### src/rtl/key_gate_pkg.sv
package key_gate_pkg;

    localparam int unsigned KEY_W    = 32;
    localparam int unsigned KEY_CNT  = 3;

    localparam logic [KEY_W-1:0] KEY_FIRST  = 32'h3A7F_5CA3;
    localparam logic [KEY_W-1:0] KEY_SECOND = 32'hA1E3_4F20;
    localparam logic [KEY_W-1:0] KEY_THIRD  = 32'h9608_B2C1;

    typedef enum logic [1:0] {
        ST_LOCKED = 2'd0,
        ST_STEP1  = 2'd1,
        ST_STEP2  = 2'd2,
        ST_OPEN   = 2'd3
    } gate_state_t;

endpackage

### src/rtl/key_gate_match.sv
module key_gate_match #(
    parameter int unsigned WORD_W   = 32,
    parameter int unsigned NUM_KEYS = 3,
    parameter logic [NUM_KEYS*WORD_W-1:0] KEYS = '0
) (
    input  logic [WORD_W-1:0]   word,
    output logic [NUM_KEYS-1:0] hit
);

    // One equality comparator per key; key i sits in slice i of KEYS.
    for (genvar i = 0; i < NUM_KEYS; i++) begin : g_cmp
        assign hit[i] = (word == KEYS[i*WORD_W +: WORD_W]);
    end

endmodule

### src/rtl/key_gate_fsm.sv
module key_gate_fsm
    import key_gate_pkg::*;
(
    input  logic        clk,
    input  logic        rst_n,
    input  logic        wr_en,
    input  logic [2:0]  hit,
    output gate_state_t state,
    output logic        access_en
);

    gate_state_t state_nx;

    // Next-state logic: only writes move the machine.
    always_comb begin
        state_nx = state;
        if (wr_en) begin
            unique case (state)
                ST_LOCKED: state_nx = hit[0] ? ST_STEP1 : ST_LOCKED;
                ST_STEP1:  state_nx = hit[1] ? ST_STEP2 :
                                      (hit[0] ? ST_STEP1 : ST_LOCKED);
                ST_STEP2:  state_nx = hit[2] ? ST_OPEN :
                                      (hit[0] ? ST_STEP1 : ST_LOCKED);
                ST_OPEN:   state_nx = ST_LOCKED;   // relock on any write
                default:   state_nx = ST_LOCKED;
            endcase
        end
    end

    // State register.
    always_ff @(posedge clk or negedge rst_n) begin
        if (!rst_n) state <= ST_LOCKED;
        else        state <= state_nx;
    end

    // Output register: enable follows the state being entered.
    always_ff @(posedge clk or negedge rst_n) begin
        if (!rst_n) access_en <= 1'b0;
        else        access_en <= (state_nx == ST_OPEN);
    end

endmodule

### src/rtl/key_gate_seq.sv
module key_gate_seq
    import key_gate_pkg::*;
#(
    parameter int unsigned      WORD_W = KEY_W,
    parameter logic [WORD_W-1:0] KEY_1 = KEY_FIRST,
    parameter logic [WORD_W-1:0] KEY_2 = KEY_SECOND,
    parameter logic [WORD_W-1:0] KEY_3 = KEY_THIRD
) (
    input  logic              clk,
    input  logic              rst_n,
    input  logic              wr_en,
    input  logic              rd_en,
    input  logic [WORD_W-1:0] wr_data,
    output logic [WORD_W-1:0] rd_data,
    output logic              access_en
);

    localparam logic [KEY_CNT*WORD_W-1:0] KEY_VEC = {KEY_3, KEY_2, KEY_1};

    logic [KEY_CNT-1:0] hit;
    gate_state_t        state;

    key_gate_match #(
        .WORD_W  (WORD_W),
        .NUM_KEYS(KEY_CNT),
        .KEYS    (KEY_VEC)
    ) u_match (
        .word(wr_data),
        .hit (hit)
    );

    key_gate_fsm u_fsm (
        .clk      (clk),
        .rst_n    (rst_n),
        .wr_en    (wr_en),
        .hit      (hit),
        .state    (state),
        .access_en(access_en)
    );

    // Key register is write-only: a read returns zero and never reaches the FSM.
    assign rd_data = {WORD_W{1'b0}} & {WORD_W{rd_en}};

endmodule

### config.mk
export PLATFORM = sky130hd
export DESIGN_NAME = key_gate_seq
export DESIGN_NICKNAME = d
export VERILOG_FILES = /design/src/rtl/key_gate_pkg.sv /design/src/rtl/key_gate_match.sv /design/src/rtl/key_gate_fsm.sv /design/src/rtl/key_gate_seq.sv
export SDC_FILE = /design/constraint.sdc
export NUM_CORES = 1
export LEC_CHECK = 0
export ABC_AREA = 1
export BUFFER_PORTS_ARGS = -buffer_cell sky130_fd_sc_hd__buf_2
export CAP_MARGIN = 0
export CORE_MARGIN = 5
export CORE_UTILIZATION = 34
export DETAILED_ROUTE_END_ITERATION = 12
export PLACE_DENSITY = 0.75
export REMOVE_ABC_BUFFERS = 1
export SLEW_MARGIN = 20
export SYNTH_ARGS = -nofsm -noshare
export SYNTH_HDL_FRONTEND = slang
export SYNTH_HIERARCHICAL = 1
export SYNTH_SLANG_ARGS = --single-unit
### constraint.sdc
create_clock -name clk -period 0.8 [get_ports clk]
set_input_delay 0.08 -clock clk [delete_from_list [all_inputs] [get_ports clk]]
set_output_delay 0.08 -clock clk [all_outputs]
set_load 0.02 [all_outputs]
## After elaboration in Yosys (flattened, before gate mapping)

Cells that the tools add are included.

- Register bits: 3
- Output and inout port bits: 33
- Word-level logic and storage cells: 15

- Reduce and logical (&&, ||, !) cells: 1
- Equal/unequal tests: 7
- Mux-type cells: 5

Operators by type and width:

| operator | number |
|---|---|
| 32-bit == test (second input constant) | 2 |
| 32-bit by 30-bit == test with 1-bit output (second input constant) | 1 |
| 2-bit one-hot mux with 4 select lines | 1 |
| 2-bit == test (second input constant) | 3 |
| 2-bit 2-to-1 mux | 3 |
| 2-bit by 1-bit == test with 1-bit output (second input constant) | 1 |
| 2-bit logical NOT | 1 |
| 1-bit 2-to-1 mux | 1 |

## Longest topological paths before layout

Gate-level depths: netlist (run 1).

- Depth after elaboration: 6
- Depth in mapped cells: 12

## By module

The synthesis (run 1) kept the hierarchy.

By module, submodules not included:

| module | area an instance (um^2) | cells an instance | seq. area each (um^2) | instances |
|---|---|---|---|---|
| key_gate_match | 405.4 | 104 | 0.0 | 1 |
| key_gate_seq | 244.0 | 33 | 0.0 | 1 |
| key_gate_fsm | 162.7 | 24 | 75.1 | 1 |

## Least setup slack after synthesis (run 1)

OpenSTA, ideal clock, no wires.

- Path kind: input-to-reg
- Start: in wr_data[3]
- End: reg u_fsm.access_en
- Data arrival time: 812 ps
- Library setup time: 116 ps
- Stages on the path: 10
- Buffers on the path: 0
- Slack: -128 ps
- Path through: nor2_1 > nand3_1 > nor2_2 > nand2_1 > nor2_1 > nand2_1 > nand3_1 > nand3_1 > nand2_1 > nor2_1

RTL lines:

| element | line | text |
|---|---|---|
| start, declared | key_gate_seq.sv:13 | `input logic [WORD_W-1:0] wr_data,` |
| 32-bit == test | key_gate_match.sv:12 | `assign hit[i] = (word == KEYS[i*WORD_W +: WORD_W]);` |
| net hit[1] | key_gate_seq.sv:20 | `logic [KEY_CNT-1:0] hit;` |
| 2-bit 2-to-1 mux | key_gate_fsm.sv:20 | `ST_STEP1: state_nx = hit[1] ? ST_STEP2 :` |
| 2-bit one-hot mux with 4 select lines | key_gate_fsm.sv:18 | `unique case (state)` |
| 2-bit 2-to-1 mux | key_gate_fsm.sv:17 | `if (wr_en) begin` |
| 2-bit == test | key_gate_fsm.sv:39 | `else access_en <= (state_nx == ST_OPEN);` |
| end signal, assigned | key_gate_fsm.sv:39 |  |
| end, declared | key_gate_fsm.sv:9 | `output logic access_en` |

The timed path passes the listed nets, and every way through them passes these cells.

## Worst setup path in the final report (run 1)

- Start: reg u_fsm.state[0]
- End: reg u_fsm.access_en

- Longest elaborated chain between the ends: 4

Ends and longest elaborated chain:

| element | line | text |
|---|---|---|
| start, declared | key_gate_fsm.sv:8 | `output gate_state_t state,` |
| start signal, assigned | key_gate_fsm.sv:33 | `else state <= state_nx;` |
| 2-bit == test (tied with other cells) | key_gate_fsm.sv:18 |  |
| 2-bit one-hot mux with 4 select lines | key_gate_fsm.sv:18 |  |
| 2-bit 2-to-1 mux * | key_gate_fsm.sv:17 |  |
| 2-bit == test * | key_gate_fsm.sv:39 |  |

Every way passes the cells marked *; elsewhere a longest branch is shown, timed or not.

==> impl_metrics.ini, run 1 <==
[synth]
syn_inst = 161
synth_area_leaders = buf_4 30%, nand2_1 19%, nor2_1 18%, inv_1 14%, dfrtp_1 9.2%
synth_edf_count = 0
synthArstFlopShare_pct = 100.0
yosys.area.top_type = buf_4
seq_area_frac_synth_pct = 9.245
synthTopCellsByCount = 42 x nand2_1, 38 x nor2_1, 32 x buf_4
synthDistinctLibCells = 10
syn-cell-area_um2 = 812.0
synth_most_common_cell = nand2_1
ys.flop_type = dfrtp_1
synth.top_cell.area_share_pct = 29.58
yosys_warnings = 6
postSynthAreaPerCell_um2 = 5.044
synth-seq-cells = 3

[sta]
hold_viol = 0
fin_crit_ns = 0.8766
rsz0062_at_grt = yes
tns_ns = -0.1861
final.setup.worst_slack_ns = -0.07657
finalSetupViolCount = 4
slew_violations = 0
fmax_mhz = 1141
fin_crit_sh_pct = 109.6
fin_skew_ns = 0.003352

[die]
die_h_um = 58.87
start_util_pct = 36.02
row_count = 17
core_um2 = 2255
ios = 69
die_w_um = 58.87
dieArea_um2 = 3466

[power]
switching_power_mw = 0.3613
total_leakage_power_nw = 0.6372
ir_drop_uv = 455.3
internal-power_mw = 0.5018
p_sw_share_pct = 41.86
total_power_mw = 0.8631
power_frac_comb_pct = 50.0
seqPwrFrac_pct = 19.7
power.share.clock_pct = 30.3
p_per_area_nw_per_um2 = 827.1

[routing]
first_pass_iters = 4
finalWirelength_um = 1877
routed_via_density = 3.751
detail-route-antenna-nets = 0
vias = 859
wire_per_inst_um = 8.197
drc = 0
first_iter_violations = 21

[place]
place_ws_ns = -0.3447
io_buffer_count = 35
gp_congestion = 0.8104
dp_cells = 223
hpwl_um = 1512

[clocking]
cts_inserted_buffers = 3
insertion_delay_ns = 0.23
root_buffer = clkbuf_4
clkSlewWorstSetupHoldPaths_ns = 0.04
cts.sinks = 3
clockBufferDepth = 2
cts-htree-levels = 1
cts_tree = built

[critical_path]
cpMostUsedCell = nand3_1
r2r-start = u_fsm/state[0]
crit_type = reg -> reg
reg2regPathDepth = 5
cpPeakStageDelay_ns = 0.41
end_kind = register
slowest_stage = dfrtp_1
cp.arrival_ns = 1.04
crit_required_ns = 0.96
r2r_end = u_fsm/access_en
cp_cell_sequence = inv_2 -> nand3_1 -> nand3_1 -> nand2_1 -> nor2_1
r2r_setup_slack_ns = -0.08
start_kind = register
cp_max_fo = 4

[outcome]
status = finished with violations
violations = negative setup slack

[flow_run]
drv_cap = 0

[cells_and_area]
utilization_pct = 46.28
area_growth_pct = 28.51
multi_input_area_um2 = 525.5
nets = 238
fillCellCount = 237
regArea_um2 = 75.07
diodes = 0
drive_gt1_share_pct = 28.86
final_cells = 229

[global_routing]
grt_max_degree = 5
grt_pass1_vias = 696
gr-total-overflow = 0
grt_usage_pct = 8.912
grt_pass1_wl_um = 2490
antenna_found_initial = 0

[hold_path]
hold_class = in -> async
## worst max path at each step
stage | startpoint | end | slack, ns
after global placement | wr_data[3] | u_fsm/access_en | -0.31
after CTS | u_fsm/state[1] | u_fsm/access_en | -0.06
after floorplan | wr_data[3] | u_fsm/access_en | -0.13
after detailed placement | wr_data[3] | u_fsm/access_en | -0.34
final | u_fsm/state[0] | u_fsm/access_en | -0.08
after global routing | wr_data[3] | u_fsm/access_en | -0.18
## layout by cell type (no fill, tap or decap)
master / netlist / routed
nand2_1: 42 / 42
conb_1: 1 / 32
nor2_1: 38 / 31
inv_1: 31 / 25
buf_2: 0 / 24
buf_6: 0 / 9
nor2_2: 4 / 9
inv_2: 1 / 7
nand3_1: 7 / 6
clkbuf_4: 0 / 3
dfrtp_1: 3 / 3
buf_4: 32 / 2
nor2_4: 0 / 2
nand4_1: 2 / 2
clkbuf_1: 0 / 1
dlygate4sd3_1: 0 / 1
buf_8: 0 / 1
nand3_2: 0 / 1
## routing by layer
layer  routed length (um)  GRT usage (%)  up-vias
met2                  950          17.03       39
li1                     -              -      479
met4                    0          3.883        0
met3                  213         0.6579        0
met1                  714          9.857      341
met5                    0              0        -
## timing repair
action                                 CTS  global route
pin swaps                                9            20
hold buffers                             1             0
endpoints found under the hold margin    3             0
setup buffers                            0             1
setup endpoints to repair                4             4
gates resized for setup                 11            19
## power by group through the flow
| stage | Combinational, mW | Sequential, mW | Clock, mW |
|---|---|---|---|
| CTS | 0.391 | 0.170 | 0.273 |
| detailed placement | 0.365 | 0.171 | 0 |
| global route | 0.474 | 0.171 | 0.283 |
| global placement | 0.363 | 0.171 | 0 |
| floorplan | 0.231 | 0.173 | 0 |
| finish | 0.431 | 0.170 | 0.262 |
## final cells by class
| class | instances | share of cell area (%) |
|---|---|---|
| inverter | 32 | 11.51 |
| timing repair buffer | 37 | 25.06 |
| tap | 28 | 3.357 |
| sequential | 3 | 7.194 |
| multi-input combinational | 125 | 50.36 |
| clock buffer | 4 | 2.518 |
## worst max-delay path, delay by kind of cell (launching register included)
kind | cells | cell delay [ns]
simple gates | 4 | 0.33
buf+inv | 1 | 0.08
flops | 1 | 0.41
## flip-flops by register name (all words and copies together), names as in the netlist
register	flops
u_fsm/state	2
u_fsm/access_en	1
## cells by family after synthesis
group / Yosys count / synth area share (%)
buf+inv: 64 / 44.38
flops: 3 / 9.245
other cells: 1 / 0.4618
simple gates: 93 / 45.92
## metrics by stage
step / hold WS, ns / instance area (um^2)
after CTS: 0.1607 / 978.4
after global placement: -0.1242 / 898.4
after floorplan: -0.2156 / 688.2
after detailed placement: -0.1236 / 898.4
after global routing: 0.1889 / 1044
final: 0.1856 / 1044
Power figures use the tool's default switching activity.
==> inputs of run 2 (changes only) <==
--- a/config.mk
+++ b/config.mk
@@ -9,9 +9,10 @@
 export BUFFER_PORTS_ARGS = -buffer_cell sky130_fd_sc_hd__buf_2
 export CAP_MARGIN = 0
 export CORE_MARGIN = 5
-export CORE_UTILIZATION = 34
+export CORE_UTILIZATION = 38
 export DETAILED_ROUTE_END_ITERATION = 12
-export PLACE_DENSITY = 0.75
+export MAX_ROUTING_LAYER = met4
+export PLACE_DENSITY = 0.8
 export REMOVE_ABC_BUFFERS = 1
 export SLEW_MARGIN = 20
 export SYNTH_ARGS = -nofsm -noshare
==> constraint.sdc (replaced) <==
create_clock -name clk -period 0.9 [get_ports clk]
set_input_delay 0.09 -clock clk [delete_from_list [all_inputs] [get_ports clk]]
set_output_delay 0.09 -clock clk [all_outputs]
set_load 0.01 [all_outputs]
==> run 2 against run 1 <==
  * The flow now finishes without violations
  * Wire length fell by 1.9%
  * Combinational power fell by 23%
  * Register-to-register slack improved by 0.098 ns
  * Sequential power fell by 12%
  * Core utilization increased by 7.0 points
==> impl_metrics.ini, run 2 (same netlist as run 1, synthesis figures left out) <==
[die]
ios = 69
dieArea_um2 = 3161
row_count = 16
die_w_um = 56.23
die_h_um = 56.23
core_um2 = 2002
start_util_pct = 40.56

[power]
p_sw_share_pct = 36.64
power_frac_comb_pct = 46.4
power.share.clock_pct = 32.5
p_per_area_nw_per_um2 = 669.4
total_leakage_power_nw = 0.6427
internal-power_mw = 0.4521
ir_drop_uv = 539.6
switching_power_mw = 0.2615
total_power_mw = 0.7136
seqPwrFrac_pct = 21.1

[critical_path]
crit_required_ns = 1.06
cp.arrival_ns = 1.04
reg2regPathDepth = 5
cp-startpoint = u_fsm/state[1]
end_kind = register
r2r_setup_slack_ns = 0.02
crit_type = reg -> reg
start_kind = register
cp_max_fo = 4
r2r-start = u_fsm/state[1]

[clocking]
clockBufferDepth = 2
cts_tree = built
postCtsSetupBuffers = 0
insertion_delay_ns = 0.23
cts.sinks = 3
clkSlewWorstSetupHoldPaths_ns = 0.04
root_buffer = clkbuf_4
cts_inserted_buffers = 3
cts-htree-levels = 1

[cells_and_area]
fin_area_um2 = 1066
utilization_pct = 53.25
nets = 237
final_cells = 227
top_register = u_fsm/state
layout_common_cells = 41 x nand2_1, 32 x conb_1, 27 x inv_1, 27 x nor2_1, 21 x buf_2
regArea_um2 = 75.07
final_common_cell = nand2_1
largest_register_ffs = 2
multi_input_area_um2 = 538.0
diodes = 0
top_regs = u_fsm/state x2, u_fsm/access_en x1
fillCellCount = 227
drive_gt1_share_pct = 30.00
area_growth_pct = 31.28

[place]
place_ws_ns = -0.2782
dp_cells = 222
hpwl_um = 1508
gp_congestion = 0.7832
io_buffer_count = 35
dpl_cell_area_um2 = 897.1

[global_routing]
grt_pass1_wl_um = 2649
antenna_found_initial = 0
grt_pass1_vias = 683
grt_max_degree = 5
gr-total-overflow = 0
grt_usage_pct = 10.23

[sta]
fin_hold_ws_ns = 0.1828
fin_skew_ns = 0.003387
final.setup.worst_slack_ns = 0.02175
finalSetupViolCount = 0
fin_crit_sh_pct = 97.58
fin_crit_ns = 0.8782
hold_viol = 0
fmax_mhz = 1139
rsz0062_at_grt = yes
slew_violations = 0
tns_ns = 0

[routing]
wire_per_inst_um = 8.115
first_pass_iters = 6
drc = 0
finalWirelength_um = 1842
vias = 866
detail-route-antenna-nets = 0
first_iter_violations = 16
routed_via_density = 3.815

[hold_path]
hold_class = in -> async

[flow_run]
drv_cap = 0

[outcome]
status = complete, no violations
==> run 2: path summary, 6_finish.rpt <==
path	to
setup reg to reg	u_fsm/access_en
max in group asynchronous	u_fsm/state[1]
hold reg to reg	u_fsm/state[1]
hold / removal	u_fsm/access_en
min in group clk	u_fsm/access_en
setup / recovery	u_fsm/access_en
==> run 2: worst max-delay path, stage by stage (launching register included) <==
cell,delay [ns]
dfrtp_1,0.39
inv_2,0.09
nand3_1,0.09
nand3_1,0.08
nand2_1,0.07
nor2_1,0.10
==> run 2: area by class of cell <==
type / instances / share of cell area, %
sequential: 3 / 7.042
tap: 27 / 3.169
inverter: 32 / 11.27
multi-input combinational: 125 / 50.47
timing repair buffer: 36 / 25.59
clock buffer: 4 / 2.465
==> run 2: repair_timing <==
action,CTS,global route
hold buffers,1,0
endpoints found under the hold margin,3,0
pin swaps,0,23
resized for setup,2,32
endpoints found under the setup margin,2,3
==> run 2: power groups by stage <==
stage,Sequential [mW],Combinational [mW],Clock (mW)
floorplan,0.152,0.148,0
CTS,0.151,0.270,0.242
detailed placement,0.152,0.265,0
global route,0.151,0.371,0.262
finish,0.150,0.331,0.232
global placement,0.152,0.262,0
==> run 2: per-layer routing <==
metal  vias up  part of all wire (%)  track usage (%)
met5         -                     0                -
met4         0                     0            3.051
met3         0                   9.2            3.248
met2        39                    51            16.36
met1       352                    40            12.23
li1        475                     -                -
